===== config.mk =====
export PLATFORM = sky130hd
export DESIGN_NAME = rwc_window_ctrl
export DESIGN_NICKNAME = d
export VERILOG_FILES = /design/src/rtl/rwc_pkg.sv /design/src/rtl/rwc_index_map.sv /design/src/rtl/rwc_window_scan.sv /design/src/rtl/rwc_window_ctrl.sv
export SDC_FILE = /design/constraint.sdc
export NUM_CORES = 1
export LEC_CHECK = 0
export BUFFER_PORTS_ARGS = -buffer_cell sky130_fd_sc_hd__buf_2
export CORE_ASPECT_RATIO = 1.75
export CORE_MARGIN = 4
export CORE_UTILIZATION = 32
export CTS_CLUSTER_DIAMETER = 40
export DETAILED_ROUTE_END_ITERATION = 8
export GPL_TIMING_DRIVEN = 0
export PLACE_DENSITY_LB_ADDON = 0.15
export SLEW_MARGIN = 0
export SYNTH_ARGS = -nofsm -noshare
export SYNTH_HDL_FRONTEND = slang
export SYNTH_SLANG_ARGS = --single-unit

===== constraint.sdc =====
create_clock -name clk -period 4.2 [get_ports clk]
set_input_delay 0 -clock clk [delete_from_list [all_inputs] [get_ports clk]]
set_output_delay 0 -clock clk [all_outputs]
set_load 0.005 [all_outputs]

===== src/rtl/rwc_pkg.sv =====
package rwc_pkg;
  typedef enum logic [2:0] {
    OP_NONE    = 3'd0,
    OP_ENTRY   = 3'd1,
    OP_OVCHK   = 3'd2,
    OP_RETW    = 3'd3,
    OP_ROT     = 3'd4,
    OP_RESTORE = 3'd5,
    OP_SPCHK   = 3'd6,
    OP_SETBASE = 3'd7
  } rwc_op_e;

  typedef enum logic [3:0] {
    EX_NONE    = 4'd0,
    EX_ILLEGAL = 4'd1,
    EX_ALLOCA  = 4'd2,
    EX_OVF4    = 4'd3,
    EX_OVF8    = 4'd4,
    EX_OVF12   = 4'd5,
    EX_UNF4    = 4'd6,
    EX_UNF8    = 4'd7,
    EX_UNF12   = 4'd8
  } rwc_exc_e;
endpackage


===== src/rtl/rwc_index_map.sv =====
module rwc_index_map #(
  parameter int NAREG = 64,
  localparam int GW = $clog2(NAREG / 4),
  localparam int PW = $clog2(NAREG)
) (
  input  logic [GW-1:0] base,
  input  logic [3:0]    vidx,
  output logic [PW-1:0] pidx
);
  // group*4 is exactly PW bits wide; the sum wraps modulo NAREG
  assign pidx = {base, 2'b00} + {{(PW-4){1'b0}}, vidx};
endmodule


===== src/rtl/rwc_window_scan.sv =====
module rwc_window_scan #(
  parameter int NAREG = 64,
  localparam int NG = NAREG / 4,
  localparam int GW = $clog2(NG)
) (
  input  logic [GW-1:0] base,
  input  logic [NG-1:0] live,
  input  logic [1:0]    lim,
  output logic          fwd_hit,
  output logic [1:0]    fwd_n,
  output logic [1:0]    fwd_kind,
  output logic [1:0]    back_m
);
  logic [GW-1:0] m_grp;

  // forward search: smallest n in 1..lim with a live group at base+n
  always_comb begin
    fwd_hit = 1'b0;
    fwd_n   = 2'd0;
    for (int k = 3; k >= 1; k--) begin
      if ((k <= int'(lim)) && live[base + GW'(k)]) begin
        fwd_hit = 1'b1;
        fwd_n   = 2'(k);
      end
    end
  end

  assign m_grp = base + GW'(fwd_n);

  // frame size of the spilled caller: 0 -> 4 regs, 1 -> 8, 2 -> 12
  always_comb begin
    if (live[m_grp + GW'(1)])      fwd_kind = 2'd0;
    else if (live[m_grp + GW'(2)]) fwd_kind = 2'd1;
    else                           fwd_kind = 2'd2;
  end

  // backward search: nearest live group below the base
  always_comb begin
    back_m = 2'd0;
    for (int k = 3; k >= 1; k--) begin
      if (live[base - GW'(k)]) back_m = 2'(k);
    end
  end
endmodule


===== src/rtl/rwc_window_ctrl.sv =====
module rwc_window_ctrl
  import rwc_pkg::*;
#(
  parameter int NAREG = 64,
  localparam int NG = NAREG / 4,
  localparam int GW = $clog2(NG),
  localparam int PW = $clog2(NAREG)
) (
  input  logic          clk,
  input  logic          rst_n,
  input  logic          op_valid,
  input  logic [2:0]    op_code,
  input  logic [3:0]    op_s,
  input  logic [11:0]   op_imm,
  input  logic [31:0]   op_sp,
  input  logic [31:0]   op_a0,
  input  logic [31:0]   op_pc,
  input  logic          st_woe,
  input  logic          st_excm,
  input  logic [1:0]    st_callinc,
  input  logic [GW-1:0] st_owb,
  input  logic [3:0]    map_vidx,
  output logic [PW-1:0] map_pidx,
  output logic [GW-1:0] win_base,
  output logic [NG-1:0] win_start,
  output logic          exc_valid,
  output logic [3:0]    exc_code,
  output logic [31:0]   exc_pc,
  output logic          owb_we,
  output logic [GW-1:0] owb_val,
  output logic          wr_en,
  output logic [PW-1:0] wr_idx,
  output logic [31:0]   wr_data,
  output logic          ret_valid,
  output logic [31:0]   ret_pc
);
  // reset: asserted asynchronously, released through two flops
  logic [1:0] rst_pipe;
  logic       rst_i;

  always_ff @(posedge clk or negedge rst_n) begin
    if (!rst_n) rst_pipe <= 2'b00;
    else        rst_pipe <= {rst_pipe[0], 1'b1};
  end
  assign rst_i = rst_pipe[1];

  logic [GW-1:0] base_q, base_d;
  logic [NG-1:0] live_q, live_d;
  logic          st_en;

  logic          exc_d, owe_d, wen_d, rv_d;
  rwc_exc_e      code_d;
  logic [31:0]   epc_d, wdata_d, rpc_d;
  logic [GW-1:0] owb_d;
  logic [PW-1:0] widx_d, ent_pidx;

  logic          fwd_hit;
  logic [1:0]    fwd_n, fwd_kind, back_m, ret_n;
  logic          mode_ok;
  logic [7:0]    rot_ext;
  rwc_op_e       op;

  rwc_index_map #(.NAREG(NAREG)) u_map_port (
    .base(base_q), .vidx(map_vidx), .pidx(map_pidx)
  );

  rwc_index_map #(.NAREG(NAREG)) u_map_entry (
    .base(base_q), .vidx({st_callinc, op_s[1:0]}), .pidx(ent_pidx)
  );

  rwc_window_scan #(.NAREG(NAREG)) u_scan (
    .base(base_q), .live(live_q), .lim(op_imm[1:0]),
    .fwd_hit(fwd_hit), .fwd_n(fwd_n), .fwd_kind(fwd_kind), .back_m(back_m)
  );

  assign op      = rwc_op_e'(op_code);
  assign mode_ok = st_woe & ~st_excm;
  assign ret_n   = op_a0[31:30];
  assign rot_ext = {{4{op_imm[3]}}, op_imm[3:0]};
  assign st_en   = op_valid;

  always_comb begin
    base_d  = base_q;
    live_d  = live_q;
    exc_d   = 1'b0;
    code_d  = EX_NONE;
    epc_d   = '0;
    owe_d   = 1'b0;
    owb_d   = '0;
    wen_d   = 1'b0;
    widx_d  = '0;
    wdata_d = '0;
    rv_d    = 1'b0;
    rpc_d   = '0;
    if (op_valid) begin
      unique case (op)
        OP_ENTRY: begin
          if ((op_s > 4'd3) || !mode_ok) begin
            exc_d  = 1'b1;
            code_d = EX_ILLEGAL;
          end else begin
            wen_d   = 1'b1;
            widx_d  = ent_pidx;
            wdata_d = op_sp - {17'd0, op_imm, 3'd0};
            base_d  = base_q + GW'(st_callinc);
            live_d[base_d] = 1'b1;
          end
        end
        OP_OVCHK: begin
          if (mode_ok && fwd_hit) begin
            base_d = base_q + GW'(fwd_n);
            owe_d  = 1'b1;
            owb_d  = base_q;
            exc_d  = 1'b1;
            unique case (fwd_kind)
              2'd0:    code_d = EX_OVF4;
              2'd1:    code_d = EX_OVF8;
              default: code_d = EX_OVF12;
            endcase
          end
        end
        OP_RETW: begin
          if ((ret_n == 2'd0) || ((back_m != 2'd0) && (back_m != ret_n)) || !mode_ok) begin
            exc_d  = 1'b1;
            code_d = EX_ILLEGAL;
          end else begin
            base_d = base_q - GW'(ret_n);
            if (live_q[base_d]) begin
              live_d[base_q] = 1'b0;
              rv_d  = 1'b1;
              rpc_d = {op_pc[31:30], op_a0[29:0]};
            end else begin
              owe_d = 1'b1;
              owb_d = base_q;
              exc_d = 1'b1;
              unique case (ret_n)
                2'd1:    code_d = EX_UNF4;
                2'd2:    code_d = EX_UNF8;
                default: code_d = EX_UNF12;
              endcase
            end
          end
        end
        OP_ROT:     base_d = base_q + rot_ext[GW-1:0];
        OP_RESTORE: base_d = st_owb;
        OP_SPCHK: begin
          if (back_m == 2'd0) begin
            exc_d  = 1'b1;
            code_d = EX_ALLOCA;
          end
        end
        OP_SETBASE: base_d = op_imm[GW-1:0];
        default: ;
      endcase
      if (exc_d) epc_d = op_pc;
    end
  end

  always_ff @(posedge clk or negedge rst_i) begin
    if (!rst_i) begin
      base_q <= '0;
      live_q <= NG'(1);
    end else if (st_en) begin
      base_q <= base_d;
      live_q <= live_d;
    end
  end

  always_ff @(posedge clk or negedge rst_i) begin
    if (!rst_i) begin
      exc_valid <= 1'b0;
      exc_code  <= '0;
      exc_pc    <= '0;
      owb_we    <= 1'b0;
      owb_val   <= '0;
      wr_en     <= 1'b0;
      wr_idx    <= '0;
      wr_data   <= '0;
      ret_valid <= 1'b0;
      ret_pc    <= '0;
    end else begin
      exc_valid <= exc_d;
      exc_code  <= code_d;
      exc_pc    <= epc_d;
      owb_we    <= owe_d;
      owb_val   <= owb_d;
      wr_en     <= wen_d;
      wr_idx    <= widx_d;
      wr_data   <= wdata_d;
      ret_valid <= rv_d;
      ret_pc    <= rpc_d;
    end
  end

  assign win_base  = base_q;
  assign win_start = live_q;
endmodule


== Yosys cells after proc, flatten, opt, wreduce, memory -nomap -nowiden ==
Cells that the tools add are included.

* Register bits after elaboration: 136
* Memories: 0
* Bits of input ports: 130
* Latch bits: 0
* ROM bits: 0
* Logic and storage cells: 169
* Bits in writable memories: 0
* Output and inout bits: 140

* Shifts and indexed selects: 0
* Reduce and logical (&&, ||, !) cells: 19
* $lt $le $gt $ge: 17
* Muxes and demuxes: 85
* Bitwise logic cells: 5
* Div/mod/pow operators: 0
* Multipliers: 0
* Add/subtract/negate cells: 15
* Eq/ne operators: 15

{| class="wikitable"
|+ Operators with widths
! operator !! count
|-
| $mux W32 || 9
|-
| $lt A4 B5 Y1 const B || 11
|-
| $mux W16 || 3
|-
| $mux W4 || 10
|-
| $bmux W1 S4 || 9
|-
| $pmux W16 S2 || 1
|-
| $sub A32 B15 Y32 || 1
|-
| $mux W1 || 31
|-
| $pmux W4 S6 || 1
|-
| $mux W2 || 9
|-
| $mux W6 || 3
|-
| $and A16 B16 Y16 || 1
|-
| $not A16 Y16 || 1
|-
| $or A16 B16 Y16 || 1
|-
| $pmux W4 S2 || 2
|-
| $pmux W4 S4 || 1
|-
| $add A4 B2 Y4 const B || 3
|-
| $add A6 B4 Y6 || 2
|-
| $eq A3 B3 Y1 const B || 4
|-
| $reduce_and A5 Y1 || 2
|-
| $add A4 B1 Y4 const B || 2
|-
| $add A4 B2 Y4 || 2
|-
| $demux W1 S4 || 2
|-
| $ge A4 B1 Y1 const B || 2
|-
| other kinds (25) || 43
|}

== Depth between registers and ports, before layout ==
Gate-level depths: netlist of the first run.

* Depth in word-level cells: 18
* Mapped depth: 20
* Depth with buffers taken out: 17

== Modules after synthesis ==
From an unflattened synthesis of the first run, not the netlist that was laid out.

* Cell total of the unflattened synthesis: 730
* Area total of the unflattened synthesis: 7787.5 µm²

{| class="wikitable"
|+ By module, submodules not included
! module !! area an instance (µm²) !! instances !! cells each !! seq. area each (µm²)
|-
| rwc_window_ctrl || 6399.9 || 1 || 603 || 3404.5
|-
| rwc_window_scan || 1184.9 || 1 || 105 || 0.0
|-
| rwc_index_map || 101.3 || 2 || 11 || 0.0
|}

== Least setup slack after synthesis of the first run ==
No wires, ideal clock.

* Path type: reg-to-reg
* From: register base_q[1] (netlist: win_base[1])
* To: register exc_code[0]
* Period minus slack after synthesis: 5.371 ns
* Required time: 4.046 ns
* Path slack: -1.171 ns
* Path buffers: 1
* Arrival: 5.217 ns
* Setup time: 0.154 ns
* Cell stages (with the launch flop): 18
* Cell sequence: dfrtp_1 inv_1 ha_1 clkbuf_1 mux4_2 mux4_2 a31o_2 a22o_1 ha_1 fa_1 xor2_1 ha_1 xnor2_1 mux4_2 mux2i_1 a21o_1 a21o_1 a31oi_1

* Word-level cells in the longest chain between the ends: 18
* Elaborated cells on any way between the ends: 56
* Classes of those cells: 10 x add/sub; 2 x eq/ne; 35 x mux; 9 x reduce/logical

{| class="wikitable"
|+ Ends and longest elaborated chain
! item !! RTL line !! text
|-
| start, declared || rwc_window_ctrl.sv:47 || <nowiki>logic [GW-1:0] base_q, base_d;</nowiki>
|-
| start signal, assigned || rwc_window_ctrl.sv:164 || <nowiki>base_q <= base_d;</nowiki>
|-
| $add A4 B2 Y4 || rwc_window_scan.sv:21 || <nowiki>if ((k <= int'(lim)) && live[base + GW'(k)]) begin</nowiki>
|-
| $bmux W1 S4 || rwc_window_scan.sv:21 ||
|-
| $mux W1 (not written as such) || rwc_window_scan.sv:21 ||
|-
| $logic_and A1 B1 Y1 || rwc_window_scan.sv:21 ||
|-
| $mux W2 (3 in a row) || rwc_window_scan.sv:21 ||
|-
| $add A4 B2 Y4 || rwc_window_scan.sv:28 || <nowiki>assign m_grp = base + GW'(fwd_n);</nowiki>
|-
| $add A4 B2 Y4 || rwc_window_scan.sv:33 || <nowiki>else if (live[m_grp + GW'(2)]) fwd_kind = 2'd1;</nowiki>
|-
| $bmux W1 S4 || rwc_window_scan.sv:33 ||
|-
| $mux W1 (not written as such) || rwc_window_scan.sv:33 ||
|-
| $mux W2 || rwc_window_scan.sv:33 ||
|-
| $mux W2 || rwc_window_scan.sv:32 || <nowiki>if (live[m_grp + GW'(1)]) fwd_kind = 2'd0;</nowiki>
|-
| $eq A2 B1 Y1 or $logic_not A2 Y1 (tied branches) || rwc_window_ctrl.sv:115 || <nowiki>unique case (fwd_kind)</nowiki>
|-
| $pmux W3 S2 || rwc_window_ctrl.sv:115 ||
|-
| $mux W3 || rwc_window_ctrl.sv:110 || <nowiki>if (mode_ok && fwd_hit) begin</nowiki>
|-
| $pmux W4 S4 (*) || rwc_window_ctrl.sv:96 || <nowiki>unique case (op)</nowiki>
|-
| $mux W4 (*) || rwc_window_ctrl.sv:95 || <nowiki>if (op_valid) begin</nowiki>
|-
| via code_d[0] || rwc_window_ctrl.sv:52 || <nowiki>rwc_exc_e code_d;</nowiki>
|-
| end signal, assigned || rwc_window_ctrl.sv:183 || <nowiki>exc_code <= code_d;</nowiki>
|-
| end, declared || rwc_window_ctrl.sv:27 || <nowiki>output logic [3:0] exc_code,</nowiki>
|}

The timed path passes the listed nets; every way through them passes the cells marked *. The select of a mux whose other input is x is not followed.
A chain may end at the register's enable or synchronous reset.

== Worst setup path after layout of the first run ==
* From: register base_q[0] (netlist: win_base[0])
* To: register exc_code[0]

The elaborated chain is that of the path after synthesis.

==> results of run 1 <==
## layer usage
metal  vias to the layer above  global-route usage
li1                       3277                   -
met1                      3346               0.211
met2                       265               0.377
met3                        47              0.0566
met4                         2              0.0850
met5                         -                   0
## worst max-delay path by stage
stage	start	endpoint	slack (ns)	cells past startpoint
after CTS	win_base[0]	exc_code[0]	-0.75	18
after global routing	win_base[0]	exc_code[0]	-0.80	18
after global placement	rst_pipe[1]	win_base[1]	-2.14	0
after detailed placement	win_base[1]	exc_code[2]	-1.27	15
after floorplan	win_base[0]	exc_code[0]	-0.44	18
final	win_base[0]	exc_code[0]	-0.62	18
## power by group
group / leakage (nW) / total [W] / internal, W / switching (W)
clock network: 0.285 / 0.00157 / 0.000952 / 0.000614
registers: 1.85 / 0.00143 / 0.00136 / 0.0000652
logic: 3.56 / 0.00316 / 0.00158 / 0.00158
## sequential cells by signal, summed over array words and instances (netlist names), 4 cells and up
| signal | count |
|---|---|
| exc_pc | 32 |
| ret_pc | 32 |
| win_start | 16 |
| wr_data | 32 |
| win_base | 4 |
| owb_val | 4 |
| exc_code | 4 |
| wr_idx | 6 |
## logic make-up after synthesis
| family | synth area share |
|---|---|
| buffers and inverters | 0.0397 |
| muxes | 0.109 |
| adders and majority gates | 0.0745 |
| and+or+nand+nor | 0.171 |
| AOI/OAI and AO/OA | 0.121 |
| other | 0.000489 |
| DFF | 0.444 |
| xor gates and xnor gates | 0.0400 |
## synth_stat cells, drive strengths merged (6+ instances only)
master and instances:
dfrtp 135, and2 80, nor2 54, inv 38, ha 36, a21oi 32
mux4 32, nand2 30, a21o 26, clkbuf 19, o21ai 19, xnor2 18
nand3 17, xor2 17, buf 15, nor3 14, nand4 11, mux2i 9
a2111o 7, nor2b 7, o2bb2ai 7, a211oi 6, fa 6, nand2b 6
## final cells by class
type	count	area, um^2
clock inverters	14	173
multi-input cells	496	4100
inverters	38	153
repair buffers	375	2450
fillers	2229	12100
diodes	1	2.50
clock buffers	18	439
flip-flops and latches	136	3410
plain buffers	33	178
well taps	304	380
## worst max-delay path: stages, from the launching register on
cell     delay (ns)
dfrtp_2        0.43
buf_12         0.12
buf_12         0.10
inv_8          0.03
ha_4           0.31
mux4_2         0.34
mux4_2         0.53
a31o_2         0.24
a22o_1         0.21
ha_4           0.18
fa_2           0.40
xor2_4         0.26
ha_4           0.20
xnor2_4        0.14
mux4_2         0.52
mux2i_1        0.15
a21o_1         0.25
a21o_1         0.16
a31oi_2        0.08
## per-stage QoR
step	instance area, um^2	std cells	power (W)
global placement	9490	1274	0.00418
floorplan	7780	704	0.00347
global route	11300	1414	0.00648
detailed placement	9550	1276	0.00421
CTS	11200	1411	0.00609
finish	11300	1415	0.00615
## repair_timing
item | CTS | global route
endpoints found under the setup margin | 37 | 33
endpoints found under the hold margin | 93 | 0
setup buffers | 11 | 3
hold buffers | 93 | 0
gates cloned | 0 | 0
resized for setup | 11 | 1
pin swaps | 7 | 7
## layout by cell type (no fill, tap or decap), types with 9 or more instances in the layout
cell / Yosys / layout
xor2_1: 17 / 15
xnor2_1: 18 / 16
a21oi_1: 32 / 32
buf_4: 2 / 14
mux2i_1: 9 / 9
nor2_1: 54 / 53
nand4_1: 11 / 11
nor3_1: 14 / 14
mux4_2: 32 / 32
dfrtp_1: 135 / 132
buf_2: 8 / 273
o21ai_0: 16 / 16
a21o_1: 26 / 26
nand3_1: 17 / 17
clkbuf_16: 0 / 17
and2_1: 80 / 80
ha_1: 36 / 32
inv_1: 38 / 36
dlygate4sd3_1: 0 / 93
clkbuf_1: 18 / 17
nand2_1: 30 / 30
==> qor.yml, run 1 <==
synthArstFlopShare: 1.00
ff2ff_setup_slack_ns: -0.62
setup_tns_ns: -1.79
seq_area_frac_synth: 0.444
fin_crit_sh: 1.15
clkTransAtPathRegs_ns: 0.06
initial_core_util: 0.327
syn_inst: 704
fin_crit_ns: 4.82
hold_slack_ns: 0.0195
clk_latency_ns: 0.43
clockBufferDepth: 2
worstReg2RegEnd: "exc_code[0]"
vias: 6937
cts-root-buf: "clkbuf_16"
layout_setup_ws_ns: -0.622
synth_top_flop_cell: "dfrtp_1"
critPathRequiredTime_ns: 4.46
finalHoldViolations: 0
r2r-start: "win_base[0]"
slew_headroom: 0.383
max_freq_mhz: 207
path_max_fanout: 8
dr.max_layer_used: "met5"
finalWirelength_um: 26800
wl_met3_um: 1840
power.density_nw_per_um2: 545
worst_slew_pin_slew_ns: 0.915
syn_to_final_growth_pct: 47.3
synth.top_cell.area_share: 0.441
worstHoldStart: "op_sp[8]"
pin_count: 270
first_pass_iters: 4
finish.utilization: 0.482
dieArea_um2: 26600
ir_worst_vdd_mv: 0.335
hold_class: "in -> reg"
whs_endpoint: "wr_data[8]"
crit_type: "reg -> reg"
grt_antenna_before_repair: 2
whs_path_depth: 4
viasPerCell: 4.90
drive_above_1_share: 0.349
fp.coreArea_um2: 23400
drtIter0Drc: 250
synthesis.area_um2: 7660
cp-start-kind: "register"
cts_tree: "yes"
grt_pass1_vias: 7299
reg2reg_depth: 18
wire_per_inst_um: 18.9
met2_length_um: 14600
num_rows: 74
track_usage: 0.202
p_leak_nw: 5.70
io_buffers: 266
skew_ns: 0.00875
rsz0062_at_grt: "true"
syn_area_per_cell_um2: 10.9
yosysWarnings: 0
place.gp.congestion: 0.820
layout.nets: 1269
finalSetupViolCount: 3
dieWidth_um: 125
status: "finished with violations"
arrival_ns: 5.08
ys_ff_latch: 136
worstSetupEndpointType: "register"
synth_cell_types: 63
slew_violations: 0
synthTopCellsByArea: "dfrtp_1 44%, mux4_2 9.4%, and2_1 6.5%"
fp.dieH_um: 213
grt_pass1_wl_um: 41500
overflow: 0
grt_max_degree: 70
drc: 0
synth-edff-count: 0
htreeDepth: 4
ant_nets: 0
cap_violations: 0
pre_cts_slack_ns: -1.27
drt-met1-wl_um: 9600
dp_hpwl_um: 19900
numCtsBuffers: 17
violations: "negative setup slack"
yosysTopAreaCell: "dfrtp_1"
synthesis.nets: 876
clock_sinks: 136
Power figures use the tool's default switching activity.
==> run 2, diff against run 1 <==
--- a/config.mk
+++ b/config.mk
@@ -13,6 +13,7 @@
 export DETAILED_ROUTE_END_ITERATION = 8
 export GPL_TIMING_DRIVEN = 0
 export PLACE_DENSITY_LB_ADDON = 0.15
+export RECOVER_POWER = 100
 export SLEW_MARGIN = 0
 export SYNTH_ARGS = -nofsm -noshare
 export SYNTH_HDL_FRONTEND = slang
==> run 2 against run 1 <==
  * The flow finishes with violations (max-capacitance violations, max-slew violations, negative setup slack)
  * Routed wire length is essentially flat
  * Sequential cell count is the same
  * Final area shrank 1.7%
  * Clock power is essentially flat
  * Non-clock buffer count is the same
  * Clock-buffer cell count is the same
  * Final cell count is the same
  * Clock skew is essentially flat
  * Highest routed layer unchanged
==> qor.yml, run 2 (synthesized netlist as in run 1, its figures left out) <==
status: "finished with violations"
violations: "max-capacitance violations, max-slew violations, negative setup slack"
cp-start-kind: "register"
ant_nets: 0  # unchanged
track_usage: 0.202  # unchanged
dieArea_um2: 26600  # unchanged
first_pass_iters: 4  # unchanged
clk_latency_ns: 0.43  # about the same
fp.dieH_um: 213  # unchanged
drive_above_1_share: 0.254  # -0.0946
wire_per_inst_um: 18.9  # about the same
worst_slew_pin_slew_ns: 3.21  # +2.30 ns
cap_violations: 2  # +2
grt_pass1_vias: 7299  # unchanged
multi_input_area_um2: 4080  # -0.40%
max_freq_mhz: 207  # -0.22%
rsz0062_at_grt: "true"
drtIter0Drc: 240  # -4.0%
finalHoldViolations: 0  # unchanged
drc: 0  # unchanged
fin_crit_ns: 4.83  # +0.0108 ns
grt_antenna_before_repair: 2  # unchanged
skew_ns: 0.00894  # +0.000191 ns
pre_cts_slack_ns: -1.27  # unchanged
critPathRequiredTime_ns: 4.46  # about the same
p_leak_nw: 5.23  # -8.2%
pin_count: 270  # unchanged
dp_hpwl_um: 19900  # unchanged
fp.coreArea_um2: 23400  # unchanged
layout.nets: 1269  # unchanged
place.gp.congestion: 0.820  # unchanged
layout_setup_ws_ns: -0.633  # -0.0108 ns
fin_crit_sh: 1.15  # +0.00258
final_cells: 1415  # unchanged
path_max_fanout: 8  # unchanged
ir_worst_vdd_mv: 0.335  # about the same
setup_tns_ns: -2.06  # -0.263 ns
regArea_um2: 3410  # unchanged
slew_violations: 127  # +127
cts_tree: "yes"
grt_pass1_wl_um: 41500  # unchanged
finalWirelength_um: 26800  # about the same
clockBufferDepth: 2  # unchanged
cts-root-buf: "clkbuf_16"
reg_top3: "exc_pc: 32 flops, ret_pc: 32 flops, wr_data: 32 flops"
crit_type: "reg -> reg"
power.density_nw_per_um2: 550  # +1.0%
slew_headroom: -1.14  # -1.52
syn_to_final_growth_pct: 44.8
final_common_cell: "buf_2"
most-common-layout-cells: "172 x buf_2, 132 x dfrtp_1, 121 x clkbuf_1, 93 x dlygate4sd3_1, 79 x and2_1"
numCtsBuffers: 17  # unchanged
final_area_um2: 11100  # -1.7%
viasPerCell: 4.88  # -0.55%
clock_sinks: 136  # unchanged
hold_class: "in -> reg"
grt_max_degree: 70  # unchanged
placedCellCount: 1276  # unchanged
worstSetupEndpointType: "register"
finalSetupViolCount: 22  # +19
nFillCells: 2280  # +2.3%
io_buffers: 266  # unchanged
arrival_ns: 5.09  # about the same
htreeDepth: 4  # unchanged
clkTransAtPathRegs_ns: 0.06  # about the same
initial_core_util: 0.327  # unchanged
overflow: 0  # unchanged
num_rows: 74  # unchanged
dieWidth_um: 125  # unchanged
post_dp_cell_area_um2: 9550  # unchanged
vias: 6899  # -0.55%
power.total_w: 0.00611  # -0.71%
-- run 2: cell types whose count changed in the layout (fill, tap and decap cells not counted), moves of 2 or more --
cell,previous run,this run
clkbuf_1,17,121
buf_2,273,172
buf_4,14,11
buf_16,2,0
clkbuf_4,0,2
-- run 2: critical path: stages, from the launching register on --
cell and delay [ns]:
dfrtp_2 0.43, buf_12 0.12, buf_12 0.10, inv_8 0.03, ha_4 0.31, mux4_2 0.35
mux4_2 0.53, a31o_2 0.24, a22o_1 0.21, ha_4 0.18, fa_2 0.40, xor2_4 0.26
ha_4 0.20, xnor2_4 0.14, mux4_2 0.52, mux2i_1 0.15, a21o_1 0.25, a21o_1 0.16
a31oi_2 0.08
-- run 2: final timing paths --
check | depth (start not counted) | from | slack [ns] | end
worst max register to register | 18 | win_base[0] | -0.63 | exc_code[0]
min in group asynchronous | 0 | rst_pipe[1] | 0.14 | exc_pc[23]
worst min-delay path | 4 | op_sp[8] | 0.02 | wr_data[8]
max in group asynchronous | 1 | rst_pipe[1] | 0.50 | win_base[0]
worst max-delay path | 18 | win_base[0] | -0.63 | exc_code[0]
worst min register to register | 0 | rst_pipe[1] | 0.14 | exc_pc[23]
-- run 2: metrics by stage --
stage                     hold WS [ns]   util
after floorplan                 -0.296      -
after global placement          -0.215  0.405
after detailed placement        -0.211  0.408
after CTS                       0.0100  0.480
after global routing            0.0445  0.473
final                           0.0186  0.474
-- run 2: metal layers --
layer	wire length (um)	track usage	vias up
met4	772	0.0850	2
met1	9510	0.211	3307
met5	8	0	-
met3	1780	0.0566	46
li1	-	-	3280
met2	14700	0.377	264
-- run 2: area by class of cell --
type | count | area share
Antenna cell | 1 | 0.000226
Buffer | 33 | 0.0160
Clock buffer | 18 | 0.0396
Clock inverter | 14 | 0.0156
Inverter | 38 | 0.0138
Multi-Input combinational cell | 496 | 0.368
Sequential cell | 136 | 0.308
Tap cell | 304 | 0.0343
Timing Repair Buffer | 375 | 0.205
-- run 2: repair_timing --
action,CTS,global route
hold buffers,93,0
pin swaps,7,7
hold endpoints to repair,93,0
endpoints found under the setup margin,37,33
gates resized for setup,11,1
setup buffers,11,3
-- run 2: report_power, final --
part           leakage, nW  internal, W  switching, W
Clock                0.285     0.000952      0.000612
Sequential            1.85      0.00136     0.0000647
Combinational         3.09      0.00155       0.00157
